## config.mk

```make
export PLATFORM = sky130hd
export DESIGN_NAME = div_unit
export DESIGN_NICKNAME = d
export VERILOG_FILES = /design/src/rtl/div_pkg.sv /design/src/rtl/div_prep.sv /design/src/rtl/div_core.sv /design/src/rtl/div_fix.sv /design/src/rtl/div_unit.sv
export SDC_FILE = /design/constraint.sdc
export NUM_CORES = 2
export LEC_CHECK = 0
export BUFFER_PORTS_ARGS = -buffer_cell sky130_fd_sc_hd__buf_2
export CAP_MARGIN = 40
export CORE_ASPECT_RATIO = 0.75
export CORE_MARGIN = 1
export CORE_UTILIZATION = 35
export CTS_BUF_LIST = sky130_fd_sc_hd__clkbuf_4
export DETAILED_ROUTE_END_ITERATION = 10
export SLEW_MARGIN = 5
export SYNTH_ARGS = -nofsm -noshare
export SYNTH_HDL_FRONTEND = slang
export SYNTH_HIERARCHICAL = 1
export SYNTH_SLANG_ARGS = --single-unit
```

## constraint.sdc

```tcl
create_clock -name clk_i -period 4.4 [get_ports clk_i]
set_input_delay 0.44 -clock clk_i [delete_from_list [all_inputs] [get_ports clk_i]]
set_output_delay 0.44 -clock clk_i [all_outputs]
set_load 0.01 [all_outputs]
```

## src/rtl/div_pkg.sv

```systemverilog
package div_pkg;
  localparam int DW = 64;

  typedef enum logic [1:0] {
    SZ_B = 2'd0,
    SZ_W = 2'd1,
    SZ_D = 2'd2,
    SZ_Q = 2'd3
  } dsize_e;

  typedef enum logic [1:0] {
    ST_IDLE = 2'd0,
    ST_RUN  = 2'd1,
    ST_FIX  = 2'd2
  } dstate_e;

  function automatic int unsigned sz_bits(dsize_e s);
    return 32'd8 << s;
  endfunction
endpackage

```

## src/rtl/div_prep.sv

```systemverilog
module div_prep
  import div_pkg::*;
#(
  parameter int W = DW
) (
  input  dsize_e         size_i,
  input  logic           sgn_i,
  input  logic [W-1:0]   acc_i,
  input  logic [W-1:0]   dat_i,
  input  logic [W-1:0]   dvs_i,
  output logic [W-1:0]   hi_o,
  output logic [W-1:0]   lo_o,
  output logic [W-1:0]   dmag_o,
  output logic           neg_q_o,
  output logic           neg_r_o,
  output logic           zero_o,
  output logic           ovf_o
);
  localparam int W2 = 2 * W;
  localparam logic [W-1:0]  ONE1 = {{(W-1){1'b0}}, 1'b1};
  localparam logic [W2-1:0] ONE2 = {{(W2-1){1'b0}}, 1'b1};

  int unsigned       n;
  logic [W-1:0]      m1, dvs_m, lo;
  logic [W2-1:0]     m2, dvd, dvd_mag;
  logic              sa, sb;

  always_comb begin
    n     = sz_bits(size_i);
    m1    = (ONE1 << n) - ONE1;
    m2    = (ONE2 << (2 * n)) - ONE2;
    dvs_m = dvs_i & m1;
    if (size_i == SZ_B) dvd = {{W{1'b0}}, acc_i} & m2;
    else dvd = ({{W{1'b0}}, dat_i & m1} << n) | {{W{1'b0}}, acc_i & m1};
    // top bit of each field via mask edge, avoids a variable index
    sa      = sgn_i & (|(dvd & (m2 & ~(m2 >> 1))));
    sb      = sgn_i & (|(dvs_m & (m1 & ~(m1 >> 1))));
    dvd_mag = sa ? ((~dvd + ONE2) & m2) : dvd;
    dmag_o  = sb ? ((~dvs_m + ONE1) & m1) : dvs_m;
    hi_o    = W'(dvd_mag >> n);
    lo      = dvd_mag[W-1:0] & m1;
    lo_o    = lo << (W - n);
    neg_q_o = sa ^ sb;
    neg_r_o = sa;
    zero_o  = (dvs_m == '0);
    ovf_o   = (hi_o >= dmag_o);
  end
endmodule

```

## src/rtl/div_core.sv

```systemverilog
module div_core #(
  parameter int W = 64,
  localparam int CW = $clog2(W + 1)
) (
  input  logic           clk_i,
  input  logic           rst_ni,
  input  logic           load_i,
  input  logic [W-1:0]   hi_i,
  input  logic [W-1:0]   lo_i,
  input  logic [W-1:0]   dvs_i,
  input  logic [CW-1:0]  n_i,
  output logic [W-1:0]   q_o,
  output logic [W-1:0]   r_o,
  output logic           last_o
);
  logic [W-1:0]  r_q, l_q, d_q, q_q;
  logic [CW-1:0] cnt_q;
  logic [W:0]    trial, diff;
  logic          take;

  always_comb begin
    trial = {r_q, l_q[W-1]};
    diff  = trial - {1'b0, d_q};
    take  = (trial >= {1'b0, d_q});  // bit W set covers the shifted-out case
  end

  always_ff @(posedge clk_i or negedge rst_ni) begin
    if (!rst_ni) begin
      r_q   <= '0;
      l_q   <= '0;
      d_q   <= '0;
      q_q   <= '0;
      cnt_q <= '0;
    end else if (load_i) begin
      r_q   <= hi_i;
      l_q   <= lo_i;
      d_q   <= dvs_i;
      q_q   <= '0;
      cnt_q <= n_i;
    end else if (cnt_q != '0) begin
      r_q   <= take ? diff[W-1:0] : trial[W-1:0];
      l_q   <= l_q << 1;
      q_q   <= {q_q[W-2:0], take};
      cnt_q <= cnt_q - 1'b1;
    end
  end

  assign q_o    = q_q;
  assign r_o    = r_q;
  assign last_o = (cnt_q == {{(CW-1){1'b0}}, 1'b1});

  // partial remainder stays below divisor while iterating (R4 precondition)
  p_rem_below_div_r4: assert property (@(posedge clk_i) disable iff (!rst_ni)
    (cnt_q != '0) |-> (r_q < d_q));
endmodule

```

## src/rtl/div_fix.sv

```systemverilog
module div_fix
  import div_pkg::*;
#(
  parameter int W = DW
) (
  input  dsize_e         size_i,
  input  logic           sgn_i,
  input  logic           neg_q_i,
  input  logic           neg_r_i,
  input  logic [W-1:0]   q_i,
  input  logic [W-1:0]   r_i,
  output logic [W-1:0]   quo_o,
  output logic [W-1:0]   rem_o,
  output logic           rng_flt_o
);
  localparam logic [W-1:0] ONE1 = {{(W-1){1'b0}}, 1'b1};

  logic [W-1:0] m1, lim;

  always_comb begin
    m1        = (ONE1 << sz_bits(size_i)) - ONE1;
    lim       = m1 & ~(m1 >> 1);
    rng_flt_o = sgn_i & (neg_q_i ? (q_i > lim) : (q_i >= lim));
    quo_o     = (neg_q_i ? (~q_i + ONE1) : q_i) & m1;
    rem_o     = (neg_r_i ? (~r_i + ONE1) : r_i) & m1;
  end
endmodule

```

## src/rtl/div_unit.sv

```systemverilog
module div_unit
  import div_pkg::*;
#(
  parameter int W = DW,
  localparam int CW = $clog2(W + 1)
) (
  input  logic           clk_i,
  input  logic           rst_ni,
  input  logic           start_i,
  input  logic [1:0]     size_i,
  input  logic           sgn_i,
  input  logic [W-1:0]   acc_i,
  input  logic [W-1:0]   dat_i,
  input  logic [W-1:0]   dvs_i,
  output logic [W-1:0]   quo_o,
  output logic [W-1:0]   rem_o,
  output logic           done_o,
  output logic           fault_o,
  output logic           busy_o
);
  localparam logic [W-1:0] ONE1 = {{(W-1){1'b0}}, 1'b1};

  dstate_e      st_q;
  dsize_e       sz_q, sz_in;
  logic         sgn_q, nq_q, nr_q, eflt_q;
  logic [W-1:0] quo_q, rem_q;
  logic         done_q, flt_q;

  logic [W-1:0] p_hi, p_lo, p_dmag;
  logic         p_nq, p_nr, p_zero, p_ovf;
  logic [W-1:0] c_q, c_r;
  logic         c_last;
  logic [W-1:0] f_quo, f_rem;
  logic         f_rng;
  logic         accept, early;

  assign sz_in  = dsize_e'(size_i);
  assign accept = start_i && (st_q == ST_IDLE);
  assign early  = p_zero || p_ovf;

  div_prep #(.W(W)) u_prep (
    .size_i (sz_in),
    .sgn_i  (sgn_i),
    .acc_i  (acc_i),
    .dat_i  (dat_i),
    .dvs_i  (dvs_i),
    .hi_o   (p_hi),
    .lo_o   (p_lo),
    .dmag_o (p_dmag),
    .neg_q_o(p_nq),
    .neg_r_o(p_nr),
    .zero_o (p_zero),
    .ovf_o  (p_ovf)
  );

  div_core #(.W(W)) u_core (
    .clk_i  (clk_i),
    .rst_ni (rst_ni),
    .load_i (accept && !early),
    .hi_i   (p_hi),
    .lo_i   (p_lo),
    .dvs_i  (p_dmag),
    .n_i    (CW'(sz_bits(sz_in))),
    .q_o    (c_q),
    .r_o    (c_r),
    .last_o (c_last)
  );

  div_fix #(.W(W)) u_fix (
    .size_i   (sz_q),
    .sgn_i    (sgn_q),
    .neg_q_i  (nq_q),
    .neg_r_i  (nr_q),
    .q_i      (c_q),
    .r_i      (c_r),
    .quo_o    (f_quo),
    .rem_o    (f_rem),
    .rng_flt_o(f_rng)
  );

  always_ff @(posedge clk_i or negedge rst_ni) begin
    if (!rst_ni) begin
      st_q   <= ST_IDLE;
      sz_q   <= SZ_B;
      sgn_q  <= 1'b0;
      nq_q   <= 1'b0;
      nr_q   <= 1'b0;
      eflt_q <= 1'b0;
      quo_q  <= '0;
      rem_q  <= '0;
      done_q <= 1'b0;
      flt_q  <= 1'b0;
    end else begin
      done_q <= 1'b0;
      flt_q  <= 1'b0;
      unique case (st_q)
        ST_IDLE: if (accept) begin
          sz_q   <= sz_in;
          sgn_q  <= sgn_i;
          nq_q   <= p_nq;
          nr_q   <= p_nr;
          eflt_q <= early;
          st_q   <= early ? ST_FIX : ST_RUN;
        end
        ST_RUN: if (c_last) st_q <= ST_FIX;
        ST_FIX: begin
          done_q <= 1'b1;
          if (eflt_q || f_rng) begin
            flt_q <= 1'b1;
          end else begin
            quo_q <= f_quo;
            rem_q <= f_rem;
          end
          st_q <= ST_IDLE;
        end
        default: st_q <= ST_IDLE;
      endcase
    end
  end

  assign quo_o   = quo_q;
  assign rem_o   = rem_q;
  assign done_o  = done_q;
  assign fault_o = flt_q;
  assign busy_o  = (st_q != ST_IDLE);

  logic [W-1:0] a_m, a_top;
  assign a_m   = (ONE1 << sz_bits(sz_q)) - ONE1;
  assign a_top = a_m & ~(a_m >> 1);

  p_done_once_r7: assert property (@(posedge clk_i) disable iff (!rst_ni)
    done_o |=> !done_o);
  p_fault_in_done_r9: assert property (@(posedge clk_i) disable iff (!rst_ni)
    fault_o |-> done_o);
  p_hold_on_fault_r3: assert property (@(posedge clk_i) disable iff (!rst_ni)
    (done_o && fault_o) |-> ($stable(quo_o) && $stable(rem_o)));
  p_start_ignored_r8: assert property (@(posedge clk_i) disable iff (!rst_ni)
    (st_q == ST_RUN) |=> ($stable(sz_q) && $stable(sgn_q)));
  p_upper_zero_r1: assert property (@(posedge clk_i) disable iff (!rst_ni)
    (done_o && !fault_o) |-> (((quo_o | rem_o) & ~a_m) == '0));
  p_pos_quot_r6: assert property (@(posedge clk_i) disable iff (!rst_ni)
    (done_o && !fault_o && sgn_q && !nq_q) |-> ((quo_o & a_top) == '0));
  p_busy_off_done_r9: assert property (@(posedge clk_i) disable iff (!rst_ni)
    done_o |-> !busy_o);
endmodule

```

# After elaboration in Yosys (flattened, before gate mapping)

Index checks and enable logic that the tools add are counted.
W data, S select, Z words.

Flip-flop bits (word level): 401
Latch bits: 0
RAM bits: 0
ROM bits: 0
Bits of input ports: 198
Output and inout bits: 131
Logic and storage cells: 107
Memories kept: 0

Add/sub/neg operators: 10
$mul: 0
Divide/modulo/power cells: 0
$lt $le $gt $ge: 4
Equality and inequality tests: 5
Shift operators: 8
Mux-type cells: 22
Bitwise logic cells: 27
Reduce and logical (&&, ||, !) cells: 16

Operator list:

| operator                  | number |
|---|---|
| $and A64 B64 Y64          | 10 |
| $mux W64                  | 10 |
| $and A128 B128 Y128       | 3 |
| $mux W128                 | 2 |
| $add A64 B1 Y64 const B   | 3 |
| $not A64 Y64              | 3 |
| $add A128 B1 Y128 const B | 1 |
| $and A64 B128 Y128        | 1 |
| $ge A64 B64 Y1            | 2 |
| $not A127 Y128            | 1 |
| $not A128 Y128            | 1 |
| $not A63 Y64              | 2 |
| $or A128 B64 Y128         | 1 |
| $reduce_or A128 Y1        | 1 |
| $shl A1 B32 Y128 const A  | 1 |
| $shl A1 B32 Y64 const A   | 2 |
| $shl A64 B32 Y128         | 1 |
| $shr A128 B32 Y64         | 1 |
| $sub A128 B1 Y128 const B | 1 |
| $sub A64 B1 Y64 const B   | 2 |
| $ge A65 B64 Y1            | 1 |
| $gt A64 B64 Y1            | 1 |
| $logic_not A64 Y1         | 1 |
| $reduce_or A64 Y1         | 1 |
| 23 further kinds          | 39 |

# Logic depth before layout (Yosys ltp)

Word-level depth: 17
Depth in mapped cells: 41
Depth with buffers taken out: 29

# Modules after synthesis

Netlist, hierarchy kept.

Modules (own cells, without submodules):

| module   | times used | cells each | area an instance (µm²) | seq. area each (µm²) |
|---|---|---|---|---|
| div_core | 1          | 1837       | 15487.4                | 6581.3 |
| div_prep | 1          | 1737       | 11030.6                | 0.0 |
| div_unit | 1          | 308        | 5293.8                 | 3453.3 |
| div_fix  | 1          | 716        | 4436.8                 | 0.0 |

# Least setup slack after synthesis

Ideal clock, no wire load.

Path kind: input to register
From: in size_i[1]
To: reg u_core.r_q[36], in the netlist u_core/r_o[36]
Setup time: 95 ps
Arrival: 8082 ps
Data required time: 4305 ps
Path slack: -3777 ps
Cell stages on the path: 40
Buffers on the path: 17
Path through: buf_2 > buf_2 > buf_2 > buf_1 > buf_2 > buf_2 > buf_2 > clkbuf_1 > buf_1 > nor2b_1 > ha_1 > clkbuf_1 > nor4bb_1 > a311o_1 > buf_2 > nand2_2 > inv_2 > buf_2 > [... 4 more ...] > a21o_1 > ha_1 > nand2b_1 > a21o_1 > a21oi_1 > o21ai_0 > a2111o_1 > a221o_1 > a31oi_1 > o211ai_1 > nor2_1 > and2_1 > clkbuf_1 > clkbuf_1 > clkbuf_1 > clkbuf_1 > nand2_1 > o31ai_1

Word-level cells in the longest chain between the ends: 17
Elaborated cells between the ends (all ways): 39
Classes of those cells: add/sub: 4; order compare: 1; shift: 5; mux: 4; bitwise: 17; reduce/logical: 8

RTL lines:

| item                                                  | line                           | source |
|---|---|---|
| start, declared                                       | div_unit.sv:10                 | `input logic [1:0] size_i,` |
| $shl A4 B2 Y32                                        | --                             |  |
| $shl A1 B32 Y64                                       | div_prep.sv:30                 | `m1 = (ONE1 << n) - ONE1;` |
| $sub A64 B1 Y64                                       | div_prep.sv:30                 |  |
| $and A64 B64 Y64                                      | div_prep.sv:34                 | `else dvd = ({{W{1'b0}}, dat_i & m1} << n) \| {{W{1'b0}}, acc_i & m1};` |
| $shl A64 B32 Y128                                     | div_prep.sv:34                 |  |
| $or A128 B64 Y128                                     | div_prep.sv:34                 |  |
| $mux W128                                             | div_prep.sv:33                 | `if (size_i == SZ_B) dvd = {{W{1'b0}}, acc_i} & m2;` |
| $not A128 Y128 or $and A128 B128 Y128 (tied branches) | div_prep.sv:38, div_prep.sv:36 |  |
| [... 2 more ...]                                      | --                             |  |
| $mux W128                                             | div_prep.sv:38                 | `dvd_mag = sa ? ((~dvd + ONE2) & m2) : dvd;` |
| $shr A128 B32 Y64                                     | div_prep.sv:40                 | `hi_o = W'(dvd_mag >> n);` |
| $ge A64 B64 Y1 (*)                                    | div_prep.sv:46                 | `ovf_o = (hi_o >= dmag_o);` |
| named net p_ovf                                       | div_unit.sv:30                 | `logic p_nq, p_nr, p_zero, p_ovf;` |
| $logic_or A1 B1 Y1 (*)                                | div_unit.sv:39                 | `assign early = p_zero \|\| p_ovf;` |
| $logic_not A1 Y1 (*)                                  | div_unit.sv:59                 | `.load_i (accept && !early),` |
| $logic_and A1 B1 Y1 (*)                               | div_unit.sv:59                 |  |
| $mux W64 or $reduce_bool A2 Y1 (tied branches)        | --                             |  |
| end signal, assigned                                  | div_core.sv:35                 | `r_q <= hi_i;` |
| end signal, assigned                                  | div_core.sv:41                 | `r_q <= take ? diff[W-1:0] : trial[W-1:0];` |
| end, declared                                         | div_core.sv:16                 | `logic [W-1:0] r_q, l_q, d_q, q_q;` |

Mark *: on every way through the listed nets, which the timed path passes. The rest lies on a longest branch.
A chain may end at the register's enable or synchronous reset.

# Worst setup path after layout

From: in size_i[1]
To: reg u_core.r_q[9], in the netlist u_core/r_o[9]

Word-level cells in the longest chain between the ends: 17
Elaborated cells between the ends (all ways): 39
Classes of those cells: add/sub: 4; order compare: 1; shift: 5; mux: 4; bitwise: 17; reduce/logical: 8

RTL lines:

| item                                                  | line                           | source |
|---|---|---|
| $shl A4 B2 Y32                                        | --                             |  |
| $shl A1 B32 Y64                                       | div_prep.sv:30                 |  |
| $sub A64 B1 Y64                                       | div_prep.sv:30                 |  |
| $and A64 B64 Y64                                      | div_prep.sv:34                 |  |
| $shl A64 B32 Y128                                     | div_prep.sv:34                 |  |
| $or A128 B64 Y128                                     | div_prep.sv:34                 |  |
| $mux W128                                             | div_prep.sv:33                 |  |
| $not A128 Y128 or $and A128 B128 Y128 (tied branches) | div_prep.sv:38, div_prep.sv:36 |  |
| [... 3 more ...]                                      | --                             |  |
| $shr A128 B32 Y64 (*)                                 | div_prep.sv:40                 |  |
| named net p_hi[1]                                     | div_unit.sv:29                 | `logic [W-1:0] p_hi, p_lo, p_dmag;` |
| $ge A64 B64 Y1 (*)                                    | div_prep.sv:46                 |  |
| named net p_ovf                                       | div_unit.sv:30                 |  |
| $logic_or A1 B1 Y1 (*)                                | div_unit.sv:39                 |  |
| $logic_not A1 Y1 (*)                                  | div_unit.sv:59                 |  |
| $logic_and A1 B1 Y1 (*)                               | div_unit.sv:59                 |  |
| $mux W64 or $reduce_bool A2 Y1 (tied branches)        | --                             |  |

Marks and branches as above.

==> flow_summary.yaml <==
global_routing:
  grt_pass1_vias: 38920
  grt_max_degree: 100
  antenna_found_initial: 7
  grt_pass1_wl_microns: 249200
  grt_use_total: 0.3110
  gr-total-overflow: 0
drt:
  wl_per_cell_microns: 23.56
  drtIter0Drc: 4540
  vias: 41890
  via_per_inst: 5.803
  drc: 0
  routed_wl_microns: 170000
  first_pass_iters: 6
  drtAntennaViolNets: 0
critical_path:
  r2r_end: "u_core/r_o[18]"
  max_stage_delay_ns: 0.64
  required_ns: 5.24
  crit_arrival_ns: 6.25
  crit_slowest_cell: "buf_4"
  worst-setup-path-type: "input pin to flip-flop"
  rr_worst_depth: 14
  regToRegStartpoint: "u_core/r_o[6]"
  cp_max_fo: 55
  end_kind: "flip-flop"
  cp-start-kind: "input pin"
  reg2reg_slack_ns: 0.30
worst_hold_path:
  min_to: "u_core/r_o[49]"
  hold_path.class: "input pin to flip-flop"
  holdPathStages: 7
  hold_start: "dat_i[49]"
sta:
  fmax_mhz: 185.0
  setup_viol: 266
  drv_slew: 0
  rsz0062_at_grt: "true"
  post-route-period-util: 1.228
  hold_viol_final: 0
  slew_headroom: 0.3880
  skew_ns: 0.1164
  final.min_clock_period_ns: 5.405
  setup_ws_ns: -1.005
  worst_slew_pin_slew_ns: 0.9180
placement:
  place_ws_ns: -2.483
  portBuffers: 328
  gpl.final_weighted_congestion: 1.055
  dp.cells: 6872
  dp_hpwl_microns: 128200
synth:
  ys_warn_count: 6
  syn_inst: 4598
  async_flop_share: 1.000
  synth_largest_area_cell: "dfrtp_1"
  synth_cell_types: 113
  synth_area_sq_um: 36250
  ys_seq_area_frac: 0.2768
  synth_edf_count: 0
  syn_avg_cell_area_sq_um: 7.884
  synthFlopType: "dfrtp_1"
  synth-seq-cells: 401
  synth.top_cell.area_share: 0.2768
  yosys-top-cells-area: "dfrtp_1 28%, nand2_1 5.9%, ha_1 4.9%, xnor2_1 4.9%, mux2_2 4.7%"
clock_tree:
  path_clk_slew_ns: 0.06
  cts_max_level: 3
  cts_root_buf: "clkbuf_4"
  cts_buffers: 109
  insertion_delay_ns: 1.04
  cts_tree: "done"
  cts_sinks: 401
  cts.path.max_buffers: 3
power:
  power_density_nw_per_um2: 602.7
  max-vdd-ir-drop_v: 0.0004888
  p_leak_nw: 23.67
finish:
  fillCellCount: 9839
  drive_gt1_frac: 0.3432
  area_delta_synth_final_pct: 39.37
  multiInputGateArea_sq_um: 25430
  final-seq-area_sq_um: 10030
  final_nets: 6146
  final_cells: 7219
run:
  cap_violations: 0
die:
  fp.dieW_microns: 373.6
  core_area_sq_um: 102000
  die-area_sq_um: 104900
  start_util: 0.3554
  num_rows: 101
  io_pins: 329
  dieHeight_microns: 280.7
run_status:
  violations: "setup timing"
  outcome: "complete, but fails checks"
==> synth_stat cells, drive strengths merged (132+ instances only) <==
cell type and count:
nand2 572, inv 171, mux2i 132, ha 141, o21ai 317, a21oi 307
dfrtp 401, mux2 151, xnor2 201, clkbuf 250, nor2 403
==> cell usage in the layout, fill, tap and decap left out, types with 26 or more instances in the layout <==
cell type  synthesis  final
buf_4              8    955
nand2_1          570    503
dfrtp_1          401    401
nor2_1           403    398
buf_2             38    326
a21oi_1          305    284
o21ai_0          310    219
xnor2_1          201    201
inv_1            168    166
clkbuf_4           0    153
mux2_2           151    148
ha_1             141    132
mux2i_1          132    129
nand2b_1         114    112
nor3_1           112    103
xor2_1            98     97
nand3_1           97     90
o21ai_1            7     73
o31ai_1           95     68
or3_1             67     67
nand4_1           66     66
nor4_1            66     60
a31oi_1           61     58
a21o_1            55     55
a211oi_1          58     55
and2_1            56     52
nand2_2            2     43
o41ai_1           43     43
buf_12             2     39
and3_1            40     38
buf_16             0     31
nor2b_1           30     28
or4_1             30     28
nand2_4            0     26
==> sequential cells by signal, summed over array words and instances, names as in the netlist, 2 cells and up <==
register and flops:
quo_o 64, rem_o 64, st_q 2, sz_q 2, u_core/cnt_q 7, u_core/d_q 64, u_core/l_q 64, u_core/q_o 64
u_core/r_o 64
==> worst max path at each step <==
| stage | startpoint | endpoint | slack (ns) | cells after the start |
|---|---|---|---|---|
| after CTS | size_i[1] | u_core/r_o[29] | -0.72 | 31 |
| after floorplan | size_i[1] | u_core/cnt_q[3] | -2.09 | 36 |
| final | size_i[1] | u_core/r_o[9] | -1.00 | 29 |
| after global placement | size_i[0] | u_core/l_q[5] | -2.60 | 24 |
| after detailed placement | size_i[0] | u_core/l_q[42] | -2.48 | 25 |
| after global routing | size_i[0] | u_core/r_o[9] | -1.07 | 38 |
==> metal layers <==
layer / routed length, microns / global-route usage / up-vias / share of wire
met5: 55 / 0 / - / 0.00032
met3: 16530 / 0.07246 / 357 / 0.097
met4: 7077 / 0.1200 / 8 / 0.042
met1: 75090 / 0.4385 / 20370 / 0.44
li1: - / - / 19160 / -
met2: 71290 / 0.4564 / 1996 / 0.42
==> area by class of cell <==
| type | instances | share of cell area |
|---|---|---|
| multi-input cells | 3707 | 0.5034 |
| inverters | 173 | 0.01310 |
| clock inverters | 26 | 0.003294 |
| repair buffers | 1414 | 0.2254 |
| flip-flops and latches | 401 | 0.1986 |
| well taps | 1339 | 0.03316 |
| clock buffers | 153 | 0.02274 |
| diodes | 6 | 0.0002972 |
==> power by group <==
| part | internal, mW | switching (mW) |
|---|---|---|
| sequential | 5.10 | 1.24 |
| clock | 1.65 | 1.69 |
| combinational | 9.08 | 11.7 |
==> worst max-delay path: cells and delay by family <==
family	cells	cell delay, ns
adder cells (fa/ha/maj)	1	0.32
XOR/XNOR	1	0.29
AO/OA/AOI/OAI	11	2.34
AND/OR/NAND/NOR	6	1.01
buffers and inverters	10	1.75
==> stage by stage <==
step	instance area, sq um	utilization	power, mW	hold slack, ns	TNS, ns
after floorplan	36660	-	18.53	0.1444	-544.99
after CTS	49340	0.4838	29.16	0.003598	-165.63
final	50520	0.4954	30.45	0.05819	-232.60
after detailed placement	45510	0.4463	24.57	0.4903	-629.02
after global placement	45450	0.4457	24.36	0.4865	-667.14
after global routing	50510	0.4952	32.43	0.08883	-254.33
==> repair_timing <==
item,in CTS,in global routing
setup endpoints to repair,266,266
hold endpoints to repair,123,0
hold buffers,14,0
buffers inserted,89,35
pin swaps,42,77
cloned,31,10
resized for setup,238,232
==> cells by family after synthesis <==
family                   count (synthesis)  share of synthesized area
multiplexers                           284                    0.08398
other                                    1                  0.0001035
XOR/XNOR                               299                    0.07224
AND/OR/NAND/NOR                       1763                     0.2403
adder cells (fa/ha/maj)                142                    0.04922
buffers and inverters                  492                    0.05785
flip-flops                             401                     0.2768
AO/OA/AOI/OAI                         1216                     0.2194
No activity file was read; power rests on OpenSTA's default activity.
